`config.mk`:
```
export PLATFORM = sky130hd
export DESIGN_NAME = irq_ctrl4
export DESIGN_NICKNAME = d
export VERILOG_FILES = /design/src/rtl/irq_pkg.sv /design/src/rtl/irq_ext_cond.sv /design/src/rtl/irq_arbiter.sv /design/src/rtl/irq_svc_stack.sv /design/src/rtl/irq_ctrl4.sv
export SDC_FILE = /design/constraint.sdc
export NUM_CORES = 1
export LEC_CHECK = 0
export BUFFER_PORTS_ARGS = -buffer_cell sky130_fd_sc_hd__buf_4
export CAP_MARGIN = 15
export CELL_PAD_IN_SITES_DETAIL_PLACEMENT = 0
export CELL_PAD_IN_SITES_GLOBAL_PLACEMENT = 1
export CORE_ASPECT_RATIO = 1.4
export CORE_UTILIZATION = 35
export DETAILED_ROUTE_END_ITERATION = 6
export MAX_ROUTING_LAYER = met4
export PLACE_DENSITY_LB_ADDON = 0.1
export SETUP_SLACK_MARGIN = 0.3
export SLEW_MARGIN = 20
export SYNTH_ARGS = -nofsm -noshare
export SYNTH_HDL_FRONTEND = slang
export SYNTH_HIERARCHICAL = 1
export SYNTH_SLANG_ARGS = --single-unit
```
`constraint.sdc`:
```
create_clock -name clk_i -period 5.1 [get_ports clk_i]
set_input_delay 0.765 -clock clk_i [delete_from_list [all_inputs] [get_ports clk_i]]
set_output_delay 0.765 -clock clk_i [all_outputs]
set_load 0.02 [all_outputs]
```
`src/rtl/irq_pkg.sv`:
```
package irq_pkg;
  localparam int SRC_N  = 13;
  localparam int SPLIT  = 7;
  localparam int N_EXT  = 2;
  localparam int LVL_W  = 2;
  localparam int N_LVL  = 1 << LVL_W;
  localparam int ID_W   = $clog2(SRC_N);
  localparam int DATA_W = 8;
  localparam int ADDR_W = 3;

  typedef logic [LVL_W-1:0] lvl_t;

  typedef enum logic [ADDR_W-1:0] {
    ADR_EN_A  = 3'd0,
    ADR_EN_B  = 3'd1,
    ADR_PLO_A = 3'd2,
    ADR_PHI_A = 3'd3,
    ADR_PLO_B = 3'd4,
    ADR_PHI_B = 3'd5,
    ADR_EXT   = 3'd6
  } reg_adr_e;

  function automatic int ext_idx(input int pin);
    return (pin == 0) ? 0 : 2;
  endfunction
endpackage

```
`src/rtl/irq_ext_cond.sv`:
```
module irq_ext_cond (
  input  logic clk_i,
  input  logic rst_ni,
  input  logic pin_i,
  input  logic edge_mode_i,
  input  logic ack_i,
  output logic req_o,
  output logic flag_o
);
  logic pin_q, flag_q, fall;

  assign fall = pin_q & ~pin_i;

  always_ff @(posedge clk_i or negedge rst_ni) begin
    if (!rst_ni) begin
      pin_q  <= 1'b0;
      flag_q <= 1'b0;
    end else begin
      pin_q <= pin_i;
      if (edge_mode_i && fall) flag_q <= 1'b1;
      else if (ack_i)          flag_q <= 1'b0;
    end
  end

  assign req_o  = edge_mode_i ? flag_q : ~pin_i;
  assign flag_o = flag_q;


  flag_set_cause_chk: assert property (@(posedge clk_i) disable iff (!rst_ni)
    $rose(flag_q) |-> $past(edge_mode_i && pin_q && !pin_i));
endmodule

```
`src/rtl/irq_arbiter.sv`:
```
module irq_arbiter import irq_pkg::*; #(
  parameter int N = SRC_N,
  parameter int IW = ID_W
) (
  input  logic [N-1:0]            pend_i,
  input  logic [N-1:0][LVL_W-1:0] lvl_i,
  input  logic                    svc_any_i,
  input  lvl_t                    svc_top_i,
  output logic                    valid_o,
  output logic [IW-1:0]           id_o,
  output lvl_t                    lvl_o
);
  logic any_pend;
  lvl_t best;

  always_comb begin
    any_pend = |pend_i;
    best = '0;
    for (int l = 0; l < N_LVL; l++)
      for (int k = 0; k < N; k++)
        if (pend_i[k] && lvl_i[k] == lvl_t'(l)) best = lvl_t'(l);
    id_o = '0;
    for (int k = N-1; k >= 0; k--)
      if (pend_i[k] && lvl_i[k] == best) id_o = IW'(k);
    lvl_o   = best;
    valid_o = any_pend && (!svc_any_i || best > svc_top_i);
  end


  always_comb begin
    if (valid_o) win_pending_chk: assert (pend_i[id_o]);
  end
endmodule

```
`src/rtl/irq_svc_stack.sv`:
```
module irq_svc_stack import irq_pkg::*; (
  input  logic clk_i,
  input  logic rst_ni,
  input  logic push_i,
  input  lvl_t push_lvl_i,
  input  logic pop_i,
  output logic any_o,
  output lvl_t top_o
);
  logic [N_LVL-1:0] act_q, act_d;

  always_comb begin
    top_o = '0;
    for (int l = 0; l < N_LVL; l++)
      if (act_q[l]) top_o = lvl_t'(l);
    any_o = |act_q;
    act_d = act_q;
    if (pop_i && any_o) act_d[top_o] = 1'b0;
    if (push_i) act_d[push_lvl_i] = 1'b1;
  end

  always_ff @(posedge clk_i or negedge rst_ni) begin
    if (!rst_ni) act_q <= '0;
    else         act_q <= act_d;
  end


  push_above_top_chk: assert property (@(posedge clk_i) disable iff (!rst_ni)
    push_i |-> (!any_o || push_lvl_i > top_o));

  top_lock_chk: assert property (@(posedge clk_i) disable iff (!rst_ni)
    act_q[N_LVL-1] |-> !push_i);

  pop_clears_chk: assert property (@(posedge clk_i) disable iff (!rst_ni)
    (pop_i && any_o && !push_i) |=> !act_q[$past(top_o)]);
endmodule

```
`src/rtl/irq_ctrl4.sv`:
```
module irq_ctrl4 import irq_pkg::*; (
  input  logic              clk_i,
  input  logic              rst_ni,
  input  logic              reg_we_i,
  input  logic [ADDR_W-1:0] reg_addr_i,
  input  logic [DATA_W-1:0] reg_wdata_i,
  output logic [DATA_W-1:0] reg_rdata_o,
  input  logic [SRC_N-1:0]  src_req_i,
  input  logic [N_EXT-1:0]  ext_pin_i,
  input  logic              boundary_i,
  input  logic              reti_i,
  input  logic              sleep_i,
  output logic              vec_valid_o,
  output logic [ID_W-1:0]   vec_id_o,
  output lvl_t              vec_lvl_o,
  output logic              wake_o
);
  localparam int HI_W = SRC_N - SPLIT;

  logic [SRC_N-1:0] en_q, plo_q, phi_q, req, pend;
  logic             gen_q;
  logic [N_EXT-1:0] mode_q, ext_req, ext_flag;
  logic [SRC_N-1:0][LVL_W-1:0] src_lvl;
  logic             win_valid, take, svc_any, ext_wake;
  logic [ID_W-1:0]  win_id;
  lvl_t             win_lvl, svc_top;

  always_ff @(posedge clk_i or negedge rst_ni) begin
    if (!rst_ni) begin
      en_q <= '0; plo_q <= '0; phi_q <= '0; gen_q <= 1'b0; mode_q <= '0;
    end else if (reg_we_i) begin
      case (reg_adr_e'(reg_addr_i))
        ADR_EN_A: begin
          en_q[SPLIT-1:0] <= reg_wdata_i[SPLIT-1:0];
          gen_q           <= reg_wdata_i[DATA_W-1];
        end
        ADR_EN_B:  en_q[SRC_N-1:SPLIT]  <= reg_wdata_i[HI_W-1:0];
        ADR_PLO_A: plo_q[SPLIT-1:0]     <= reg_wdata_i[SPLIT-1:0];
        ADR_PHI_A: phi_q[SPLIT-1:0]     <= reg_wdata_i[SPLIT-1:0];
        ADR_PLO_B: plo_q[SRC_N-1:SPLIT] <= reg_wdata_i[HI_W-1:0];
        ADR_PHI_B: phi_q[SRC_N-1:SPLIT] <= reg_wdata_i[HI_W-1:0];
        ADR_EXT:   mode_q               <= reg_wdata_i[N_EXT-1:0];
        default: ;
      endcase
    end
  end

  always_comb begin
    reg_rdata_o = '0;
    case (reg_adr_e'(reg_addr_i))
      ADR_EN_A:  reg_rdata_o = {gen_q, en_q[SPLIT-1:0]};
      ADR_EN_B:  reg_rdata_o = DATA_W'(en_q[SRC_N-1:SPLIT]);
      ADR_PLO_A: reg_rdata_o = DATA_W'(plo_q[SPLIT-1:0]);
      ADR_PHI_A: reg_rdata_o = DATA_W'(phi_q[SPLIT-1:0]);
      ADR_PLO_B: reg_rdata_o = DATA_W'(plo_q[SRC_N-1:SPLIT]);
      ADR_PHI_B: reg_rdata_o = DATA_W'(phi_q[SRC_N-1:SPLIT]);
      ADR_EXT:   reg_rdata_o = DATA_W'({ext_flag, mode_q});
      default:   reg_rdata_o = '0;
    endcase
  end

  for (genvar g = 0; g < N_EXT; g++) begin : g_ext
    irq_ext_cond u_ext (
      .clk_i       (clk_i),
      .rst_ni      (rst_ni),
      .pin_i       (ext_pin_i[g]),
      .edge_mode_i (mode_q[g]),
      .ack_i       (take && (win_id == ID_W'(ext_idx(g)))),
      .req_o       (ext_req[g]),
      .flag_o      (ext_flag[g])
    );
  end

  for (genvar k = 0; k < SRC_N; k++) begin : g_lvl
    assign src_lvl[k] = {phi_q[k], plo_q[k]};
  end

  always_comb begin
    req      = src_req_i;
    ext_wake = 1'b0;
    for (int g = 0; g < N_EXT; g++) begin
      req[ext_idx(g)] = ext_req[g];
      ext_wake = ext_wake | (ext_req[g] & en_q[ext_idx(g)]);
    end
    pend = req & en_q & {SRC_N{gen_q}};
  end

  irq_arbiter u_arb (
    .pend_i    (pend),
    .lvl_i     (src_lvl),
    .svc_any_i (svc_any),
    .svc_top_i (svc_top),
    .valid_o   (win_valid),
    .id_o      (win_id),
    .lvl_o     (win_lvl)
  );

  assign take = boundary_i & win_valid;

  irq_svc_stack u_svc (
    .clk_i      (clk_i),
    .rst_ni     (rst_ni),
    .push_i     (take),
    .push_lvl_i (win_lvl),
    .pop_i      (reti_i),
    .any_o      (svc_any),
    .top_o      (svc_top)
  );

  always_ff @(posedge clk_i or negedge rst_ni) begin
    if (!rst_ni) begin
      vec_valid_o <= 1'b0; vec_id_o <= '0; vec_lvl_o <= '0;
    end else begin
      vec_valid_o <= take;
      if (take) begin
        vec_id_o  <= win_id;
        vec_lvl_o <= win_lvl;
      end
    end
  end

  assign wake_o = sleep_i & ext_wake;


  vec_after_boundary_chk: assert property (@(posedge clk_i) disable iff (!rst_ni)
    vec_valid_o |-> $past(boundary_i));

  vec_needs_gen_chk: assert property (@(posedge clk_i) disable iff (!rst_ni)
    vec_valid_o |-> $past(gen_q));

  wake_only_asleep_chk: assert property (@(posedge clk_i) disable iff (!rst_ni)
    wake_o |-> sleep_i);
endmodule

```
# == Word level (Yosys, flattened, before mapping) ==
# Index checks and enable logic that the tools add are counted.
# classes
n_lt_le_gt_ge,5
eq_ne,59
n_mux,68
n_reduce_logical,75
bitwise,14
# ops
op,n
1-bit logical AND,60
4-bit two-way mux,15
2-bit two-way mux,28
8-bit case mux with 7 select lines,1
2-bit == test (second input constant),26
13-bit AND,2
2-bit by 1-bit == test with 1-bit output (second input constant),13
2-bit == test,13
1-bit two-way mux,22
2-bit AND reduction,7
13-bit OR reduction,1
3-bit == test (second input constant),3
1-bit AND,6
3-bit by 2-bit == test with 1-bit output (second input constant),2
2-bit by 3-bit less-than comparator with 1-bit output (second input constant),2
4-bit AND,1
1-bit demux with 2-bit select,2
4-bit by 2-bit == test with 1-bit output (second input constant),1
2-bit by 1-bit >= comparator with 1-bit output (second input constant),2
4-bit logical NOT,1
4-bit NOT,1
4-bit bitwise OR,1
2-bit nonzero test,2
4-bit OR reduction,1
7 further kinds,8
# word_totals
word_cells,237
ff_bits,57
in_bits,32
out_inout_bits,16

# == Logic depth before layout (Yosys ltp) ==
# Gate-level depths: netlist of run 1.
# logic_depth
ltp_word,63
mapped_depth,17
ltp_nobuf,16

# == Modules after synthesis ==
# The synthesis of run 1 kept the hierarchy.
# modules_own_cells
mod,seq_area_each_um2,area_per_inst_um2,cells_per_inst,instances
irq_ctrl4,1226.2,2376.0,182,1
irq_arbiter,0.0,899.6,135,1
irq_svc_stack,100.1,192.7,20,1
irq_ext_cond,50.0,78.8,7,2

# == Worst setup path after synthesis of run 1 ==
# No wires, ideal clock.
# synth_path
kind,input -> register
from,input src_req_i[10]
to,register g_ext[0].u_ext.flag_q
slack_ns,1.089
t_required_ns,4.975
path_stages,15
t_arrival_ns,3.886
setup_time_ns,0.125
path_buffers,1
cell_sequence,and3_1 nor2b_1 o2bb2ai_1 or4_4 nor4_4 buf_2 inv_1 ha_1 nor2b_1 o21ai_0 a32oi_1 nand2_1 or4_1 nor2_1 o22ai_2
# synth_between
elab_cells_between_ends,81
cone_classes,order compare (1); eq/ne (13); mux (42); bitwise (3); reduce/logical (22)
# synth_rtl
item,line_no,source
start: declaration,irq_ctrl4.sv:8,"input logic [SRC_N-1:0] src_req_i,"
13-bit AND (*) (2 in series),irq_ctrl4.sv:85,pend = req & en_q & {SRC_N{gen_q}};
1-bit logical AND,irq_arbiter.sv:21,if (pend_i[k] && lvl_i[k] == lvl_t'(l)) best = lvl_t'(l);
2-bit two-way mux (13 in series),irq_arbiter.sv:21,
2-bit two-way mux (*) (3 in series),irq_arbiter.sv:21,
net win_lvl[1],irq_ctrl4.sv:26,"lvl_t win_lvl, svc_top;"
2-bit greater-than comparator (*),irq_arbiter.sv:26,valid_o = any_pend && (!svc_any_i || best > svc_top_i);
1-bit logical OR (*),irq_arbiter.sv:26,
1-bit logical AND (*),irq_arbiter.sv:26,
net win_valid,irq_ctrl4.sv:24,"logic win_valid, take, svc_any, ext_wake;"
1-bit AND (*),irq_ctrl4.sv:98,assign take = boundary_i & win_valid;
1-bit logical AND (*),irq_ctrl4.sv:68,".ack_i (take && (win_id == ID_W'(ext_idx(g)))),"
2-bit nonzero test (no source line) (*),-,
end signal: assignment,irq_ext_cond.sv:17,flag_q <= 1'b0;
end signal: assignment,irq_ext_cond.sv:20,if (edge_mode_i && fall) flag_q <= 1'b1;
end signal: assignment,irq_ext_cond.sv:21,else if (ack_i) flag_q <= 1'b0;
end: declaration,irq_ext_cond.sv:10,"logic pin_q, flag_q, fall;"
# The timed path passes the listed nets; every way through them passes the cells marked *.
# A chain may end at the register's enable or synchronous reset.

# == Final worst setup path of run 1 ==
# layout_path
from,input ext_pin_i[0]
to,register g_ext[1].u_ext.flag_q
# layout_between
elab_chain_cells,62
elab_cells_between_ends,93
cone_classes,order compare (1); eq/ne (14); mux (53); bitwise (4); reduce/logical (21)
# layout_lines
item,line_no,source
start: declaration,irq_ctrl4.sv:9,"input logic [N_EXT-1:0] ext_pin_i,"
1-bit NOT (*),irq_ext_cond.sv:25,assign req_o = edge_mode_i ? flag_q : ~pin_i;
1-bit two-way mux (*),irq_ext_cond.sv:25,
net ext_req[0],irq_ctrl4.sv:22,"logic [N_EXT-1:0] mode_q, ext_req, ext_flag;"
13-bit AND (*) (2 in series),irq_ctrl4.sv:85,
net pend[0],irq_ctrl4.sv:20,"logic [SRC_N-1:0] en_q, plo_q, phi_q, req, pend;"
1-bit logical AND,irq_arbiter.sv:21,
1-bit two-way mux (13 in series),irq_arbiter.sv:21,
2-bit two-way mux (26 in series),irq_arbiter.sv:21,
2-bit == test,irq_arbiter.sv:24,if (pend_i[k] && lvl_i[k] == best) id_o = IW'(k);
1-bit logical AND,irq_arbiter.sv:24,
4-bit two-way mux (12 in series),irq_arbiter.sv:24,
4-bit two-way mux (*),irq_arbiter.sv:24,
net win_id[3],irq_ctrl4.sv:25,logic [ID_W-1:0] win_id;
4-bit by 2-bit == test with 1-bit output (*),irq_ctrl4.sv:68,
1-bit logical AND (*),irq_ctrl4.sv:68,
2-bit nonzero test (no source line) (*),-,
end signal: assignment,irq_ext_cond.sv:17,
end signal: assignment,irq_ext_cond.sv:20,
end signal: assignment,irq_ext_cond.sv:21,
end: declaration,irq_ext_cond.sv:10,
# Marked as above.

==> metrics.cfg, run 1 <==
[floorplan]
dieArea_mm2=0.0108
die_x_um=88.0
die_h_um=122
start_util_pct=36.2
core_area_mm2=0.0100
row_count=43
ios=48

[setup_path]
worst-path-buf-inv=1
path_class=input pin to flop
arrival_ns=4.50
reg2reg_depth=13
crit_top_cell=and3_1
start_kind=input pin
slowest_delay_ns=0.71
slowest_stage=nor2_2
crit_chain=buf_4 -> o21ai_0 -> and3_1 -> and3_1 -> a31oi_1 -> nand4_1 -> or2_1 -> nor2_2 -> xor2_1 -> and2_1 -> nor3b_1 -> a2111oi_2 -> or4_1 -> nor2_1 -> o22ai_2
r2r_setup_slack_ns=0.83
end_kind=flop
worstPathMaxFanout=15
path_delay_family=simple AND/OR/NAND/NOR gates
reg2reg_to=g_ext[1].u_ext/flag_o
worstPathRequired_ns=5.31
worstReg2RegStart=gen_q

[synth]
yosysWarnings=6
yosysTopAreaCellShare_pct=39.3
synth_top_family_by_area=simple AND/OR/NAND/NOR gates
yosys.area.top_type=dfrtp_1
ys_ff_latch=57
synthCells=351
ys_async_sr_fraction_pct=100
synth-main-ff-cell=dfrtp_1
synth_compound_area_share_pct=14.1
synth_xor_area_share_pct=2.62
synthAdderAreaFrac_pct=0.690
synthSimpleGateAreaFrac_pct=21.1
synthMuxAreaShare_pct=19.2
syn-num-nets=385
netlist_area_mm2=0.00363
yosysSeqAreaShare_pct=39.3
synth_area_leaders=dfrtp_1 (39%), mux2_2 (16%), and3_1 (3.3%)
synth-edff-count=0
syn_area_per_cell_um2=10.3
ys_types=59

[cts]
cts_max_level=3
cts_num_sinks=57
numCtsBuffers=9
clock-root-buffer=clkbuf_16
path_clk_slew_ns=0.05
hold_buffers=0
cts_resized=0
clockBufferDepth=2
clock_latency_ns=0.33
post-cts-setup-buffers=0
cts_tree=done

[drt]
routed_via_density=5.61
drt_iter0_markers=196
wl_per_cell_um=21.4
drt-total-wl_um=11500
ant_nets=0
vias=3023
drc=0
first_pass_iters=4

[run]
maxCapViolations=0

[timing]
worst_slack_ns=0.807
finalSetupViolations=0
fin_skew_ns=0.00825
slew_headroom_pct=39.4
setup_tns_ns=0
tightest_slew_ns=0.908
min_period_ns=4.29
fin_crit_sh_pct=84.2
finalHoldViolations=0
clock.fmax_ghz=0.233
rsz0062_at_grt=no
maxSlewViolCount=0

[global_route]
gr-total-overflow=0
grt_antenna_before_repair=0
grt_pass1_wl_um=18100
grt.total_usage_pct=24.0
grt_max_degree=58
grt_pass1_vias=3160

[cells_and_area]
most-common-layout-cells=dfrtp_1 (57), mux2_2 (52), buf_4 (47), nand2_1 (25), and3_1 (19)
n_antenna_cell=0
mostFrequentLayoutCell=dfrtp_1
area_delta_synth_final_pct=21.7
drive_above_1_share_pct=31.4
layout.nets=433

[min_path]
min_path_type=flop to flop
holdPathStages=2
hold_end=vec_id_o[1]
hp-start=vec_id_o[1]

[power]
power_density_mw_per_mm2=514
power.leakage_nw=1.92
peakVddDrop_mv=0.219

[placement]
place_ws_ns=0.477
port_buffers=45
gp_congestion=0.870
dpl.hpwl_um=8610

[outcome]
outcome=completed

[per-layer routing]
layer	share of wire [%]	wire, um	GRT usage, %
met5	0	0	-
met4	2.4	278	9.07
met3	3.2	371	3.56
met2	52	6000	40.5
met1	42	4880	28.7
[how the worst max path moves through the flow]
| stage | startpoint | end | slack, ns | cells past startpoint |
|---|---|---|---|---|
| final | ext_pin_i[0] | g_ext[1].u_ext/flag_o | 0.81 | 15 |
| after floorplan | src_req_i[10] | g_ext[0].u_ext/flag_o | 1.09 | 15 |
| after global routing | gen_q | g_ext[0].u_ext/flag_o | 0.48 | 13 |
| after CTS | gen_q | g_ext[0].u_ext/flag_o | 0.80 | 13 |
| after detailed placement | ext_pin_i[0] | g_ext[0].u_ext/flag_o | 0.48 | 15 |
| after global placement | ext_pin_i[0] | g_ext[0].u_ext/flag_o | 0.47 | 15 |
[flip-flops by register name, indices dropped and copies added, names as in the netlist]
name	cells
en_q	13
gen_q	1
vec_valid_o	1
u_svc/act_q	4
vec_id_o	4
plo_q	13
g_ext.u_ext/flag_o	2
g_ext.u_ext/pin_q	2
vec_lvl_o	2
phi_q	13
mode_q	2
[cell usage after synthesis (4+ instances only)]
| cell | number |
|---|---|
| and3_1 | 19 |
| nand2b_1 | 6 |
| nor2_1 | 13 |
| mux2i_1 | 11 |
| nand3_1 | 8 |
| buf_2 | 7 |
| nor3b_1 | 4 |
| dfrtp_1 | 57 |
| o211ai_1 | 4 |
| nor2b_1 | 4 |
| mux2_2 | 52 |
| nand3b_1 | 14 |
| inv_1 | 13 |
| nand2_1 | 25 |
| a21oi_1 | 6 |
| o22ai_1 | 5 |
| xor2_1 | 6 |
| a31oi_1 | 7 |
| o2bb2ai_1 | 5 |
| o221ai_1 | 6 |
| o21a_1 | 6 |
| o21ai_0 | 15 |
[worst reg2reg max path, cell delays in order, from the launching register on]
cell       delay, ns
dfrtp_1         0.53
and3_1          0.36
nand3b_1        0.16
nand4_1         0.14
nor4_1          0.46
nor3_4          0.10
nor2_2          0.73
xor2_1          0.18
and2_1          0.23
nor3b_1         0.25
a2111oi_2       0.12
or4_1           0.55
nor2_1          0.23
o22ai_2         0.12
[power breakdown]
| group | total [mW] | internal [mW] | switching, mW | leakage [nW] |
|---|---|---|---|---|
| logic | 0.878 | 0.404 | 0.474 | 1.07 |
| clock network | 0.653 | 0.440 | 0.213 | 0.159 |
| registers | 0.736 | 0.574 | 0.162 | 0.693 |
| total | 2.27 | 1.42 | 0.849 | 1.92 |
[through the flow]
step	instance area, um^2	hold slack, ns	std cells	power, mW	util [%]
finish	4410	0.479	539	2.27	44.1
CTS	4410	0.485	539	2.28	44.1
global placement	4090	0.466	523	1.61	40.9
detailed placement	4090	0.475	523	1.62	40.9
global route	4410	0.522	539	2.42	44.1
floorplan	3630	0.469	351	1.33	-
[cell type report]
class | count | area (um^2)
Sequential cell | 57 | 1430
Clock buffer | 11 | 243
Inverter | 13 | 48.8
Fill cell | 1016 | 5600
Multi-Input combinational cell | 271 | 2090
Tap cell | 135 | 169
Clock inverter | 5 | 78.8
Timing Repair Buffer | 47 | 353
[logic make-up after synthesis]
group / Yosys count
flops: 57
fa+ha+maj: 2
xor+xnor: 10
mux: 63
simple gates: 124
compound gates: 72
buf+inv: 23
No activity file was read; power rests on OpenSTA's default activity.
==> run 2: changes to the inputs <==
Clock period 5.1 ns to 4 ns, I/O delays scaled along.
==> run 2 against run 1 <==
Effect of this change:
- sequential power rose by 28%
- wire length rose by 3.3%
- final cell count rose by 9.5%
- core utilization rose by 6.4 points
- combinational power rose by 98%
- die area did not move
- hold slack got worse by 0.14 ns
- global-route usage fell by 0.21 points
==> metrics.cfg, run 2 (synthesized netlist as in run 1, its figures left out) <==
[power]
peakVddDrop_mv=0.306
power.leakage_nw=2.19
power_density_mw_per_mm2=674
p_total_mw=3.41

[placement]
placedCellCount=561
port_buffers=45
dpl.hpwl_um=8780
gp_congestion=0.908

[floorplan]
dieArea_mm2=0.0108
core_area_mm2=0.0100
start_util_pct=36.2
die_h_um=122
row_count=43
die_x_um=88.0
ios=48

[global_route]
grt.total_usage_pct=23.8
grt_pass1_wl_um=18000
grt_max_degree=58
grt_antenna_before_repair=0
grt_pass1_vias=3258
gr-total-overflow=0

[cts]
clock_latency_ns=0.33
hold_buffers=0
clock-root-buffer=clkbuf_16
cts_tree=done
numCtsBuffers=9
path_clk_slew_ns=0.06
cts_max_level=3
cts_num_sinks=57
clockBufferDepth=2

[setup_path]
start_kind=flop
worstReg2RegStart=gen_q
crit_top_cell=buf_4
r2r_setup_slack_ns=0.33
worstPathMaxFanout=7
crit_chain=buf_4 -> and3_4 -> buf_4 -> nand2_1 -> o221ai_1 -> nor4_2 -> buf_4 -> nor3_4 -> nor2_4 -> buf_6 -> xnor2_2 -> nor2_1 -> or3_4 -> a2111oi_4 -> or4_4 -> nor2_4 -> buf_6 -> o22ai_2
path_delay_family=simple AND/OR/NAND/NOR gates
slowest_delay_ns=0.45
slowest_stage=dfrtp_2
path_class=flop to flop
reg2reg_depth=18
arrival_ns=3.93
worstPathRequired_ns=4.26
reg2reg_to=g_ext[0].u_ext/flag_o
worst-path-buf-inv=5
end_kind=flop

[timing]
slew_headroom_pct=49.7
rsz0062_at_grt=yes
clock.fmax_ghz=0.272
fin_skew_ns=0.00666
min_period_ns=3.67
tightest_slew_ns=0.755
finalSetupViolations=0
finalHoldViolations=0
fin_crit_sh_pct=91.8
maxSlewViolCount=0
setup_tns_ns=0

[run]
maxCapViolations=0

[cells_and_area]
layout.nets=484
fillers=956
drive_above_1_share_pct=48.1
most-common-layout-cells=buf_4 (88), dfrtp_1 (56), mux2_2 (52), nand2_1 (23), nand3b_1 (14)
final_cells=590
mostFrequentLayoutCell=buf_4
reg_top3=en_q x13, phi_q x13, plo_q x13
area_delta_synth_final_pct=39.4
n_antenna_cell=0

[drt]
dr_wl_met3_um=383
first_pass_iters=4
ant_nets=0
drc=0
wl_per_cell_um=20.2
wl_met1_um=4860
top_layer=met4
wl_met2_um=6300
drt_iter0_markers=187
drt-total-wl_um=11900
routed_via_density=5.53
vias=3262

[min_path]
min_path_type=input pin to async pin

[outcome]
outcome=completed

## run 2: cell types whose count changed in the layout (fill, tap and decap cells not counted), moves of 3 or more
cell,previous run,this run
and3_1,19,9
and3_4,0,8
buf_4,47,88
buf_6,0,9
nor2_1,13,10
o21ai_0,15,11
## run 2: power by group
| group | total (mW) | leakage [nW] | switching, mW | internal (mW) |
|---|---|---|---|---|
| registers | 0.944 | 0.692 | 0.212 | 0.732 |
| clock network | 0.723 | 0.135 | 0.287 | 0.436 |
| logic | 1.74 | 1.37 | 0.809 | 0.930 |
| total | 3.41 | 2.19 | 1.31 | 2.10 |
## run 2: layout make-up
class / count / area (um^2) / area share, %
clock buffers: 10 / 239 / 4.73
clock inverters: 6 / 42.5 / 0.842
inverters: 13 / 51.3 / 1.02
multi-input cells: 271 / 2340 / 46.3
flip-flops and latches: 57 / 1430 / 28.2
well taps: 135 / 169 / 3.34
repair buffers: 98 / 782 / 15.5
## run 2: layer usage
layer / vias up / global-route usage [%]
li1: 1523 / -
met1: 1618 / 26.6
met2: 98 / 41.3
met3: 23 / 3.63
met4: 0 / 10.6
met5: - / -
## run 2: metrics by stage
step / setup WS, ns / instance area (um^2) / hold WS, ns / utilization [%]
6_report: 0.329 / 5050 / 0.343 / 50.5
3_5_place_dp: -0.164 / 4380 / 0.473 / 43.7
3_3_place_gp: -0.145 / 4380 / 0.462 / 43.7
5_1_grt: 0.242 / 5050 / 0.407 / 50.5
2_1_floorplan: 0.359 / 3630 / 0.304 / -
4_1_cts: 0.243 / 4760 / 0.372 / 47.5
## run 2: what timing repair did
action,CTS,global route
cloned,1,0
hold endpoints to repair,0,0
pin swaps,4,21
buffers inserted,3,9
gates resized for setup,17,49
setup endpoints to repair,3,5
## run 2: worst max path at each step
stage,from,end,slack [ns],cells past startpoint
2_1_floorplan,src_req_i[10],g_ext[0].u_ext/flag_o,0.36,15
3_3_place_gp,ext_pin_i[0],g_ext[0].u_ext/flag_o,-0.14,19
3_5_place_dp,ext_pin_i[0],g_ext[0].u_ext/flag_o,-0.16,19
4_1_cts,gen_q,g_ext[0].u_ext/flag_o,0.24,17
5_1_grt,gen_q,g_ext[0].u_ext/flag_o,0.24,19
6_report,gen_q,g_ext[0].u_ext/flag_o,0.33,18
